`config.mk`:
```
export PLATFORM = sky130hd
export DESIGN_NAME = tile_video_host_port
export DESIGN_NICKNAME = d
export VERILOG_FILES = /design/src/rtl/thv_pkg.sv /design/src/rtl/thv_regfile.sv /design/src/rtl/thv_status.sv /design/src/rtl/thv_seq.sv /design/src/rtl/tile_video_host_port.sv
export SDC_FILE = /design/constraint.sdc
export NUM_CORES = 1
export LEC_CHECK = 0
export BUFFER_PORTS_ARGS = -buffer_cell sky130_fd_sc_hd__buf_4
export CAP_MARGIN = 25
export CORE_ASPECT_RATIO = 0.7
export CORE_MARGIN = 1
export CORE_UTILIZATION = 40
export DETAILED_ROUTE_END_ITERATION = 16
export GPL_TIMING_DRIVEN = 0
export PLACE_DENSITY = 0.68
export SKIP_CTS_REPAIR_TIMING = 1
export SLEW_MARGIN = 20
export SYNTH_ARGS = -nofsm -noshare
export SYNTH_HDL_FRONTEND = slang
export SYNTH_SLANG_ARGS = --single-unit
```
`constraint.sdc`:
```
create_clock -name clk -period 2.75 [get_ports clk]
set_input_delay 0.55 -clock clk [delete_from_list [all_inputs] [get_ports clk]]
set_output_delay 0.55 -clock clk [all_outputs]
set_load 0.05 [all_outputs]
```
`src/rtl/thv_pkg.sv`:
```
package thv_pkg;

    // Register indices whose behaviour is decoded inside the block
    localparam int IDX_WADDR = 0;
    localparam int IDX_RADDR = 1;
    localparam int IDX_VDATA = 2;
    localparam int IDX_CTRL  = 5;
    localparam int IDX_XSCR  = 7;
    localparam int IDX_YSCR  = 8;
    localparam int IDX_BDMA  = 18;
    localparam int IDX_TDMA  = 19;

    // Step-code field position inside the control register
    localparam int INC_LSB   = 11;

    // Scroll register widths after masking
    localparam int XSCR_BITS = 10;
    localparam int YSCR_BITS = 9;

    // Host port addresses
    localparam logic [1:0] PORT_SEL  = 2'd0;
    localparam logic [1:0] PORT_NONE = 2'd1;
    localparam logic [1:0] PORT_LO   = 2'd2;
    localparam logic [1:0] PORT_HI   = 2'd3;

    typedef enum logic [2:0] {
        S_IDLE,
        S_WRITE,
        S_FETCH,
        S_FILL,
        S_DONE
    } seq_state_e;

    function automatic logic [15:0] reg_reset_value(input int idx);
        case (idx)
            10:      return 16'h00FF;
            11:      return 16'h001F;
            13:      return 16'h01FF;
            12, 14:  return 16'hFFFF;
            default: return 16'h0000;
        endcase
    endfunction

endpackage

```
`src/rtl/thv_regfile.sv`:
```
module thv_regfile
    import thv_pkg::*;
#(
    parameter int NUM_REGS = 32,
    parameter int REG_W    = 16,
    parameter int BW       = 8,
    parameter int IDX_W    = 5
) (
    input  logic                      clk,
    input  logic                      rst_n,
    input  logic                      wr_lo,
    input  logic                      wr_hi,
    input  logic [IDX_W-1:0]          idx,
    input  logic [BW-1:0]             wbyte,
    input  logic                      adv_wr,
    input  logic                      adv_rd,
    output logic [NUM_REGS*REG_W-1:0] regs_flat,
    output logic [REG_W-1:0]          step
);

    localparam int HI_W = REG_W - BW;
    localparam logic [REG_W-1:0] XMASK = REG_W'((1 << XSCR_BITS) - 1);
    localparam logic [REG_W-1:0] YMASK = REG_W'((1 << YSCR_BITS) - 1);

    logic [1:0] step_code;

    assign step_code = regs_flat[IDX_CTRL*REG_W + INC_LSB +: 2];

    always_comb begin
        unique case (step_code)
            2'd0: step = REG_W'(1);
            2'd1: step = REG_W'(32);
            2'd2: step = REG_W'(64);
            2'd3: step = REG_W'(128);
            default: step = REG_W'(1);
        endcase
    end

    for (genvar g = 0; g < NUM_REGS; g++) begin : g_reg
        logic [REG_W-1:0] q;
        logic [REG_W-1:0] nxt;
        logic             hit_lo;
        logic             hit_hi;

        assign hit_lo = wr_lo && (idx == IDX_W'(g));
        assign hit_hi = wr_hi && (idx == IDX_W'(g));

        always_comb begin
            nxt = q;
            if (hit_lo) begin
                nxt[BW-1:0] = wbyte;
            end
            if (hit_hi) begin
                nxt[REG_W-1:BW] = HI_W'(wbyte);
            end
            if ((g == IDX_XSCR) && (hit_lo || hit_hi)) begin
                nxt = nxt & XMASK;
            end
            if ((g == IDX_YSCR) && (hit_lo || hit_hi)) begin
                nxt = nxt & YMASK;
            end
            if ((g == IDX_WADDR) && adv_wr) begin
                nxt = q + step;
            end
            if ((g == IDX_RADDR) && adv_rd) begin
                nxt = q + step;
            end
        end

        always_ff @(posedge clk) begin
            if (!rst_n) begin
                q <= REG_W'(reg_reset_value(g));
            end else begin
                q <= nxt;
            end
        end

        assign regs_flat[g*REG_W +: REG_W] = q;
    end

endmodule

```
`src/rtl/thv_status.sv`:
```
module thv_status #(
    parameter int BW = 8
) (
    input  logic          clk,
    input  logic          rst_n,
    input  logic [BW-1:0] set_bits,
    input  logic          clr,
    output logic [BW-1:0] status,
    output logic          irq
);

    logic [BW-1:0] status_nxt;
    logic          irq_nxt;

    always_comb begin
        status_nxt = (clr ? '0 : status) | set_bits;
        irq_nxt    = (clr ? 1'b0 : irq) | (|set_bits);
    end

    always_ff @(posedge clk) begin
        if (!rst_n) begin
            status <= '0;
            irq    <= 1'b0;
        end else begin
            status <= status_nxt;
            irq    <= irq_nxt;
        end
    end

endmodule

```
`src/rtl/thv_seq.sv`:
```
module thv_seq
    import thv_pkg::*;
#(
    parameter int REG_W = 16,
    parameter int BW    = 8,
    parameter int AW    = 15,
    parameter int IDX_W = 5
) (
    input  logic             clk,
    input  logic             rst_n,
    input  logic             bus_req,
    input  logic             bus_we,
    input  logic [1:0]       bus_port,
    input  logic [BW-1:0]    bus_wdata,
    output logic             bus_ready,
    output logic [BW-1:0]    bus_rdata,
    input  logic [REG_W-1:0] waddr,
    input  logic [AW-1:0]    raddr,
    input  logic [REG_W-1:0] vdata,
    input  logic [BW-1:0]    status,
    output logic             rf_wr_lo,
    output logic             rf_wr_hi,
    output logic [IDX_W-1:0] rf_idx,
    output logic [BW-1:0]    rf_wbyte,
    output logic             rf_adv_wr,
    output logic             rf_adv_rd,
    output logic             st_clr,
    output logic             vram_we,
    output logic             vram_re,
    output logic [AW-1:0]    vram_addr,
    output logic [REG_W-1:0] vram_wdata,
    input  logic [REG_W-1:0] vram_rdata,
    output logic             blk_dma_go,
    output logic             tbl_dma_go,
    output logic             yscroll_upd,
    output logic             idle
);

    seq_state_e      state_q;
    seq_state_e      state_d;
    logic [IDX_W-1:0] sel_q;
    logic [REG_W-1:0] rbuf_q;
    logic [BW-1:0]    rdata_q;
    logic             accept;
    logic             is_wr;
    logic             is_rd;
    logic             sel_is_data;
    logic             sel_is_raddr;
    logic             waddr_ok;

    assign accept       = (state_q == S_IDLE) && bus_req;
    assign is_wr        = accept && bus_we;
    assign is_rd        = accept && !bus_we;
    assign sel_is_data  = (sel_q == IDX_W'(IDX_VDATA));
    assign sel_is_raddr = (sel_q == IDX_W'(IDX_RADDR));
    assign waddr_ok     = ((waddr >> AW) == '0);

    // State register
    always_ff @(posedge clk) begin
        if (!rst_n) begin
            state_q <= S_IDLE;
        end else begin
            state_q <= state_d;
        end
    end

    // Next state and strobes
    always_comb begin
        state_d   = state_q;
        rf_wr_lo  = 1'b0;
        rf_wr_hi  = 1'b0;
        rf_adv_wr = 1'b0;
        rf_adv_rd = 1'b0;
        st_clr    = 1'b0;
        vram_we   = 1'b0;
        vram_re   = 1'b0;
        vram_addr = raddr;
        bus_ready = 1'b0;
        unique case (state_q)
            S_IDLE: begin
                if (accept) begin
                    rf_wr_lo  = is_wr && (bus_port == PORT_LO);
                    rf_wr_hi  = is_wr && (bus_port == PORT_HI);
                    st_clr    = is_rd && (bus_port == PORT_SEL);
                    rf_adv_rd = is_rd && (bus_port == PORT_HI) && sel_is_data;
                    if (rf_wr_hi && sel_is_data) begin
                        state_d = S_WRITE;
                    end else if ((rf_wr_hi && sel_is_raddr) || rf_adv_rd) begin
                        state_d = S_FETCH;
                    end else begin
                        state_d = S_DONE;
                    end
                end
            end
            S_WRITE: begin
                vram_addr = waddr[AW-1:0];
                vram_we   = waddr_ok;
                rf_adv_wr = 1'b1;
                state_d   = S_DONE;
            end
            S_FETCH: begin
                vram_re = 1'b1;
                state_d = S_FILL;
            end
            S_FILL: begin
                state_d = S_DONE;
            end
            S_DONE: begin
                bus_ready = 1'b1;
                state_d   = S_IDLE;
            end
            default: begin
                state_d = S_IDLE;
            end
        endcase
    end

    assign rf_idx      = sel_q;
    assign rf_wbyte    = bus_wdata;
    assign vram_wdata  = vdata;
    assign bus_rdata   = rdata_q;
    assign idle        = (state_q == S_IDLE);

    // Datapath registers: index latch, prefetch buffer, read byte, pulses
    always_ff @(posedge clk) begin
        if (!rst_n) begin
            sel_q       <= '0;
            rbuf_q      <= '1;
            rdata_q     <= '0;
            blk_dma_go  <= 1'b0;
            tbl_dma_go  <= 1'b0;
            yscroll_upd <= 1'b0;
        end else begin
            if (is_wr && (bus_port == PORT_SEL)) begin
                sel_q <= bus_wdata[IDX_W-1:0];
            end
            if (state_q == S_FILL) begin
                rbuf_q <= vram_rdata;
            end
            if (is_rd) begin
                unique case (bus_port)
                    PORT_SEL:  rdata_q <= status;
                    PORT_NONE: rdata_q <= '0;
                    PORT_LO:   rdata_q <= rbuf_q[BW-1:0];
                    PORT_HI:   rdata_q <= BW'(rbuf_q >> BW);
                    default:   rdata_q <= '0;
                endcase
            end
            blk_dma_go  <= rf_wr_hi && (sel_q == IDX_W'(IDX_BDMA));
            tbl_dma_go  <= rf_wr_hi && (sel_q == IDX_W'(IDX_TDMA));
            yscroll_upd <= (rf_wr_lo || rf_wr_hi) && (sel_q == IDX_W'(IDX_YSCR));
        end
    end

endmodule

```
`src/rtl/tile_video_host_port.sv`:
```
module tile_video_host_port
    import thv_pkg::*;
#(
    parameter int NUM_REGS = 32,
    parameter int REG_W    = 16,
    parameter int BW       = 8,
    parameter int AW       = 15
) (
    input  logic                      clk,
    input  logic                      rst_n,
    input  logic                      bus_req,
    input  logic                      bus_we,
    input  logic [1:0]                bus_port,
    input  logic [BW-1:0]             bus_wdata,
    output logic [BW-1:0]             bus_rdata,
    output logic                      bus_ready,
    input  logic [BW-1:0]             status_set,
    output logic                      irq,
    output logic [AW-1:0]             vram_addr,
    output logic                      vram_we,
    output logic                      vram_re,
    output logic [REG_W-1:0]          vram_wdata,
    input  logic [REG_W-1:0]          vram_rdata,
    output logic [NUM_REGS*REG_W-1:0] reg_view,
    output logic                      blk_dma_go,
    output logic                      tbl_dma_go,
    output logic                      yscroll_upd
);

    localparam int IDX_W = $clog2(NUM_REGS);

    logic             rf_wr_lo;
    logic             rf_wr_hi;
    logic [IDX_W-1:0] rf_idx;
    logic [BW-1:0]    rf_wbyte;
    logic             rf_adv_wr;
    logic             rf_adv_rd;
    logic [REG_W-1:0] step;
    logic             st_clr;
    logic [BW-1:0]    status_val;
    logic             host_idle;
    logic [REG_W-1:0] waddr;
    logic [AW-1:0]    raddr;
    logic [REG_W-1:0] vdata;

    assign waddr = reg_view[IDX_WADDR*REG_W +: REG_W];
    assign raddr = reg_view[IDX_RADDR*REG_W +: AW];
    assign vdata = reg_view[IDX_VDATA*REG_W +: REG_W];

    thv_regfile #(
        .NUM_REGS (NUM_REGS),
        .REG_W    (REG_W),
        .BW       (BW),
        .IDX_W    (IDX_W)
    ) u_regs (
        .clk       (clk),
        .rst_n     (rst_n),
        .wr_lo     (rf_wr_lo),
        .wr_hi     (rf_wr_hi),
        .idx       (rf_idx),
        .wbyte     (rf_wbyte),
        .adv_wr    (rf_adv_wr),
        .adv_rd    (rf_adv_rd),
        .regs_flat (reg_view),
        .step      (step)
    );

    thv_status #(
        .BW (BW)
    ) u_status (
        .clk      (clk),
        .rst_n    (rst_n),
        .set_bits (status_set),
        .clr      (st_clr),
        .status   (status_val),
        .irq      (irq)
    );

    thv_seq #(
        .REG_W (REG_W),
        .BW    (BW),
        .AW    (AW),
        .IDX_W (IDX_W)
    ) u_seq (
        .clk         (clk),
        .rst_n       (rst_n),
        .bus_req     (bus_req),
        .bus_we      (bus_we),
        .bus_port    (bus_port),
        .bus_wdata   (bus_wdata),
        .bus_ready   (bus_ready),
        .bus_rdata   (bus_rdata),
        .waddr       (waddr),
        .raddr       (raddr),
        .vdata       (vdata),
        .status      (status_val),
        .rf_wr_lo    (rf_wr_lo),
        .rf_wr_hi    (rf_wr_hi),
        .rf_idx      (rf_idx),
        .rf_wbyte    (rf_wbyte),
        .rf_adv_wr   (rf_adv_wr),
        .rf_adv_rd   (rf_adv_rd),
        .st_clr      (st_clr),
        .vram_we     (vram_we),
        .vram_re     (vram_re),
        .vram_addr   (vram_addr),
        .vram_wdata  (vram_wdata),
        .vram_rdata  (vram_rdata),
        .blk_dma_go  (blk_dma_go),
        .tbl_dma_go  (tbl_dma_go),
        .yscroll_upd (yscroll_upd),
        .idle        (host_idle)
    );

endmodule

```
After elaboration in Yosys (flattened, before gate mapping)
Cells that the tools add are included.

Magnitude comparators: 0. Shift operators: 0. Multiplexer cells: 31. Add/subtract/negate cells: 2. Reductions and logical operators: 94. Multipliers: 0. Equality and inequality tests: 42. Bitwise logic cells: 3. Divide/modulo/power cells: 0.

Operators by type and width (count): $eq 5x5->1 const B (16); $logic_and 1x1->1 (76); $mux 8 (9); $pmux 16 s4 (1); $eq 5x4->1 const B (8); $add 16x16->16 (2); $mux 16 (2); $pmux 8 s4 (1); $eq 5x3->1 const B (4); $logic_not 16->1 (1); $mux 15 (1); $mux 1 (13); $eq 5x2->1 const B (2); $mux 3 (3); $pmux 3 s3 (1); $eq 2x2->1 const B (4); $or 8x8->8 (1); $reduce_bool 2->1 (4); $reduce_or 8->1 (1); $eq 3x2->1 const B (2); $reduce_or 2->1 (3); $eq 5x1->1 const B (1); $logic_not 5->1 (1); $eq 2x1->1 const B (2); 9 further kinds (13).

Flip-flop bits (word level): 556. Latch bits: 0. Memories: 0. Bits of input ports: 38. Bits in writable memories: 0. Word-level logic and storage cells: 245. Memory bits (read-only): 0.

Longest topological paths before layout
Word-level depth: 10. Mapped depth: 9. Gate-level depth less buffers: 9.

By module
A second synthesis with hierarchy kept.

Cells, all modules: 2647. Area total of the unflattened synthesis: 22205.0 sq um.

By module, submodules not included: thv_regfile (times used 1, seq. area each 10249.8 sq um, cells each 2391, area an instance 19896.6 sq um); thv_seq (times used 1, seq. area each 700.7 sq um, cells each 225, area an instance 1984.4 sq um); thv_status (times used 1, seq. area each 180.2 sq um, cells each 31, area an instance 324.1 sq um).

Worst setup path after synthesis
OpenSTA, ideal clock, no wires.

Path type: register to register. Start point: register u_regs.g_reg[5].q[12]. End point: register u_regs.g_reg[1].q[13]. Data required time: 2.672 ns. Stages on the path, launching flop included: 9. Buffers on the path: 0. Slack: -0.044 ns. Arrival time: 2.716 ns. Library setup time: 0.078 ns. Clock period less this slack: 2.794 ns. Cell sequence: dfxtp_1 > nor2b_1 > ha_1 > and4_1 > a221oi_1 > a21boi_0 > o21ai_0 > mux2_2 > nor3_1.

Word-level cells in the longest chain between the ends: 4. Elaborated cells on any way between the ends: 7.

RTL lines: from (decl) (RTL line thv_regfile.sv:40) `logic [REG_W-1:0] q;`; from (signal assigned) (RTL line thv_regfile.sv:72) `q <= REG_W'(reg_reset_value(g));`; from (signal assigned) (RTL line thv_regfile.sv:74) `q <= nxt;`; $eq 2x2->1, or another cell as far along (RTL line thv_regfile.sv:30) `unique case (step_code)`; $pmux 16 s4 * (RTL line thv_regfile.sv:30); $add 16x16->16 * (RTL line thv_regfile.sv:66) `nxt = q + step;`; $mux 16 * (RTL line thv_regfile.sv:65) `if ((g == IDX_RADDR) && adv_rd) begin`; to (signal assigned) (RTL line thv_regfile.sv:72); to (signal assigned) (RTL line thv_regfile.sv:74); to (decl) (RTL line thv_regfile.sv:40).

Mark *: on every way between the ends. The rest lies on a longest branch, timed or not. The select of a mux whose other input is x is not followed. A chain may end at the register's enable or synchronous reset.

Worst setup path after layout
Start point: register u_seq.state_q[2]. End point: output port vram_addr[4].

Word-level cells in the longest chain between the ends: 2.

RTL lines: from (decl) (RTL line thv_seq.sv:39) `seq_state_e state_q;`; from (signal assigned) (RTL line thv_seq.sv:63) `state_q <= state_d;`; $eq 3x1->1 (RTL line thv_seq.sv:79) `unique case (state_q)`; $mux 15 (RTL line thv_seq.sv:79); to (decl) (RTL line tile_video_host_port.sv:19) `output logic [AW-1:0] vram_addr,`.

No other way between the ends.

==> results.cfg <==
[global_route]
antenna_found_initial = 1
grt_first_pass_wirelength_um = 136000
grt.overflow.total = 0
grt_max_degree = 16
grt.total_usage_pct = 33.6
grt_pass1_vias = 20026

[drt]
wire_per_inst_um = 22.9
drc = 0
firstDrtPassIters = 9
ant_nets = 0
drt-total-wl_um = 94200
dr.first_iter.drc_count = 2286
vias_per_cell = 5.39
vias = 22226

[clocking]
cts-root-buf = clkbuf_16
htreeDepth = 2
cts_tree = yes
clkLatencyLatePin_ns = 0.63
cts.sinks = 556
clk_pin_slew_ns = 0.06
numCtsBuffers = 53
ctsLongestPathBuffers = 3

[die]
fp.dieArea_um2 = 53700
coreArea_um2 = 52100
fp.dieW_um = 276
start_util_pct = 40.5
rows = 70
die_h_um = 194
pin_count = 596

[yosys]
synth_top_area_cell = dfxtp_1
synth-async-reset-ratio_pct = 0
ys.flop_type = dfxtp_1
synth.avg_cell_area_um2 = 7.70
syn_nets = 2785
synth_top_area_share_pct = 52.8
syn_inst = 2739
yosysWarnings = 0
synth_area_leaders = dfxtp_1, nand2_1, a21oi_1
synth_area_um2 = 21100
synth_cell_types = 64
synth_edf_count = 0
synth_seq_cells = 556
ys_seq_area_share_pct = 52.8

[placement]
gp_congestion = 0.966
dp.cells = 4010
dpl.hpwl_um = 69500
numPortBuffers = 585
dpl_worst_slack_ns = -0.845

[final_layout]
finalNonFillerCells = 4123
antenna_cells = 0
final_nets = 3448
layout_commonest_cell = nand2_1
n_fill_cell = 4907
finalCoreUtilization_pct = 55.2
area_growth_pct = 36.5
layout_common_cells = nand2_1, buf_4, dfxtp_1
drive_gt1_share_pct = 24.1

[critical_path]
cp_max_fo = 10
r2r_slack_ns = 0.05
crit_family = buffers and inverters
critPathKind = flop to primary output
startpoint_type = flop
cp.required_ns = 2.20
slowest_stage = nand3b_1
crit_path_end_kind = primary output
crit_top_cell = buf_6
cp_num_buf_inv = 3
worstPathArrival_ns = 2.21
critPathMaxStageDelay_ns = 0.35
crit_chain = buf_6 -> nand3b_1 -> buf_6 -> o21ai_0 -> buf_4

[sta]
fin_skew_ns = 0.0416
layout_min_cycle_time_ns = 2.76
fin_ws_ns = -0.00942
max_freq_mhz = 362
hold_viol = 0
slew_headroom_pct = 22.2
drv_slew = 0
period_share_pct = 100
fin_setup_tns_ns = -0.00942
rsz0062_at_grt = yes
finalSetupViolations = 1
tightest_slew_ns = 1.17

[power_and_ir_drop]
ir_worst_vdd_uv = 462
p_leak_uw = 0.0113
p_total_uw = 16400
p_per_area_nw_per_um2 = 571

[min_path]
hold_class = input pin to flop

[flow_run]
cap_violations = 0

[run_status]
violations = setup timing
status = complete, but fails checks
[synthesized netlist by cell type, types with 3 or more instances]
master,number
a211oi_1,12
a21oi_1,454
a221oi_1,4
a22oi_1,3
a31oi_1,7
a32oi_1,4
and2_1,19
and3_1,5
buf_1,7
buf_2,10
buf_4,16
buf_6,3
clkbuf_1,145
dfxtp_1,556
ha_1,8
inv_1,10
mux2_2,6
mux2i_1,11
nand2_1,1025
nand2b_1,8
nand3_1,167
nand3b_1,3
nand4_1,6
nor2_1,105
nor2_2,11
nor2_4,9
nor2b_1,6
nor3_1,32
nor3b_1,5
nor4_1,6
o211ai_1,4
o21ai_0,26
or3_1,3
or4b_1,3
xnor2_1,3
[cells by family (layout without fill, tap and decap cells)]
kind of cell             after synthesis  in the layout  synth area share [%]
adder cells (fa/ha/maj)                9              9                 0.522
AO/OA/AOI/OAI                        535            535                  13.5
XOR/XNOR                               5              5                 0.208
multiplexers                          17             17                 0.842
AND/OR/NAND/NOR                     1425           1425                  28.3
flip-flops                           556            556                  52.8
buffers and inverters                192            892                  3.87
[stage by stage]
| step | instance area (um^2) | hold WS [ns] |
|---|---|---|
| 2_1_floorplan | 21100 | 0.435 |
| 3_3_place_gp | 26300 | 0.439 |
| 3_5_place_dp | 26400 | 0.444 |
| 4_1_cts | 28200 | 0.116 |
| 5_1_grt | 28800 | 0.136 |
| 6_report | 28800 | 0.141 |
[power breakdown]
| part | switching (uW) | internal (uW) |
|---|---|---|
| combinational | 610 | 156 |
| sequential | 22.9 | 8070 |
| clock | 3330 | 4240 |
| total | 3960 | 12500 |
[sequential cells by signal, summed over array words and instances (netlist names)]
register           flops
u_status.status        8
u_seq.bus_rdata        8
u_seq.tbl_dma_go       1
u_regs.g.q           512
u_seq.rf_idx           5
u_seq.yscroll_upd      1
u_seq.state_q          3
u_seq.rbuf_q          16
u_seq.blk_dma_go       1
u_status.irq           1
[cell type report]
cell class | count | area, um^2 | area share (%)
Clock buffer | 76 | 1560 | 5.43
Sequential cell | 556 | 11100 | 38.7
Inverter | 11 | 41.3 | 0.143
Multi-Input combinational cell | 1991 | 9490 | 33.0
Clock inverter | 16 | 203 | 0.704
Timing Repair Buffer | 609 | 4620 | 16.1
Buffer | 180 | 868 | 3.02
Tap cell | 684 | 856 | 2.97
[final timing paths]
kind                                      from                           endpoint  cells past startpoint
max              u_seq.state_q[2]$_SDFFE_PN0P_                       vram_addr[4]                      5
min reg2reg  u_regs.g_reg[4].q[4]$_SDFFE_PN0P_  u_regs.g_reg[4].q[4]$_SDFFE_PN0P_                      2
min                             vram_rdata[10]      u_seq.rbuf_q[10]$_SDFFE_PN1N_                      3
max reg2reg      u_seq.state_q[2]$_SDFFE_PN0P_  u_regs.g_reg[0].q[6]$_SDFFE_PN0P_                      9
[metal layers]
layer	global-route usage, %	up-vias	wire, um
met5	0	-	0
met4	9.19	0	2520
met3	8.48	158	10100
met2	51.3	1068	41300
met1	46.8	10618	40300
li1	-	10382	-
[tightest hold or removal path, cell delays in order]
cell	delay [ns]
buf_4	0.08
nand2_1	0.04
nand3_1	0.06
No activity file was read; power rests on OpenSTA's default activity.
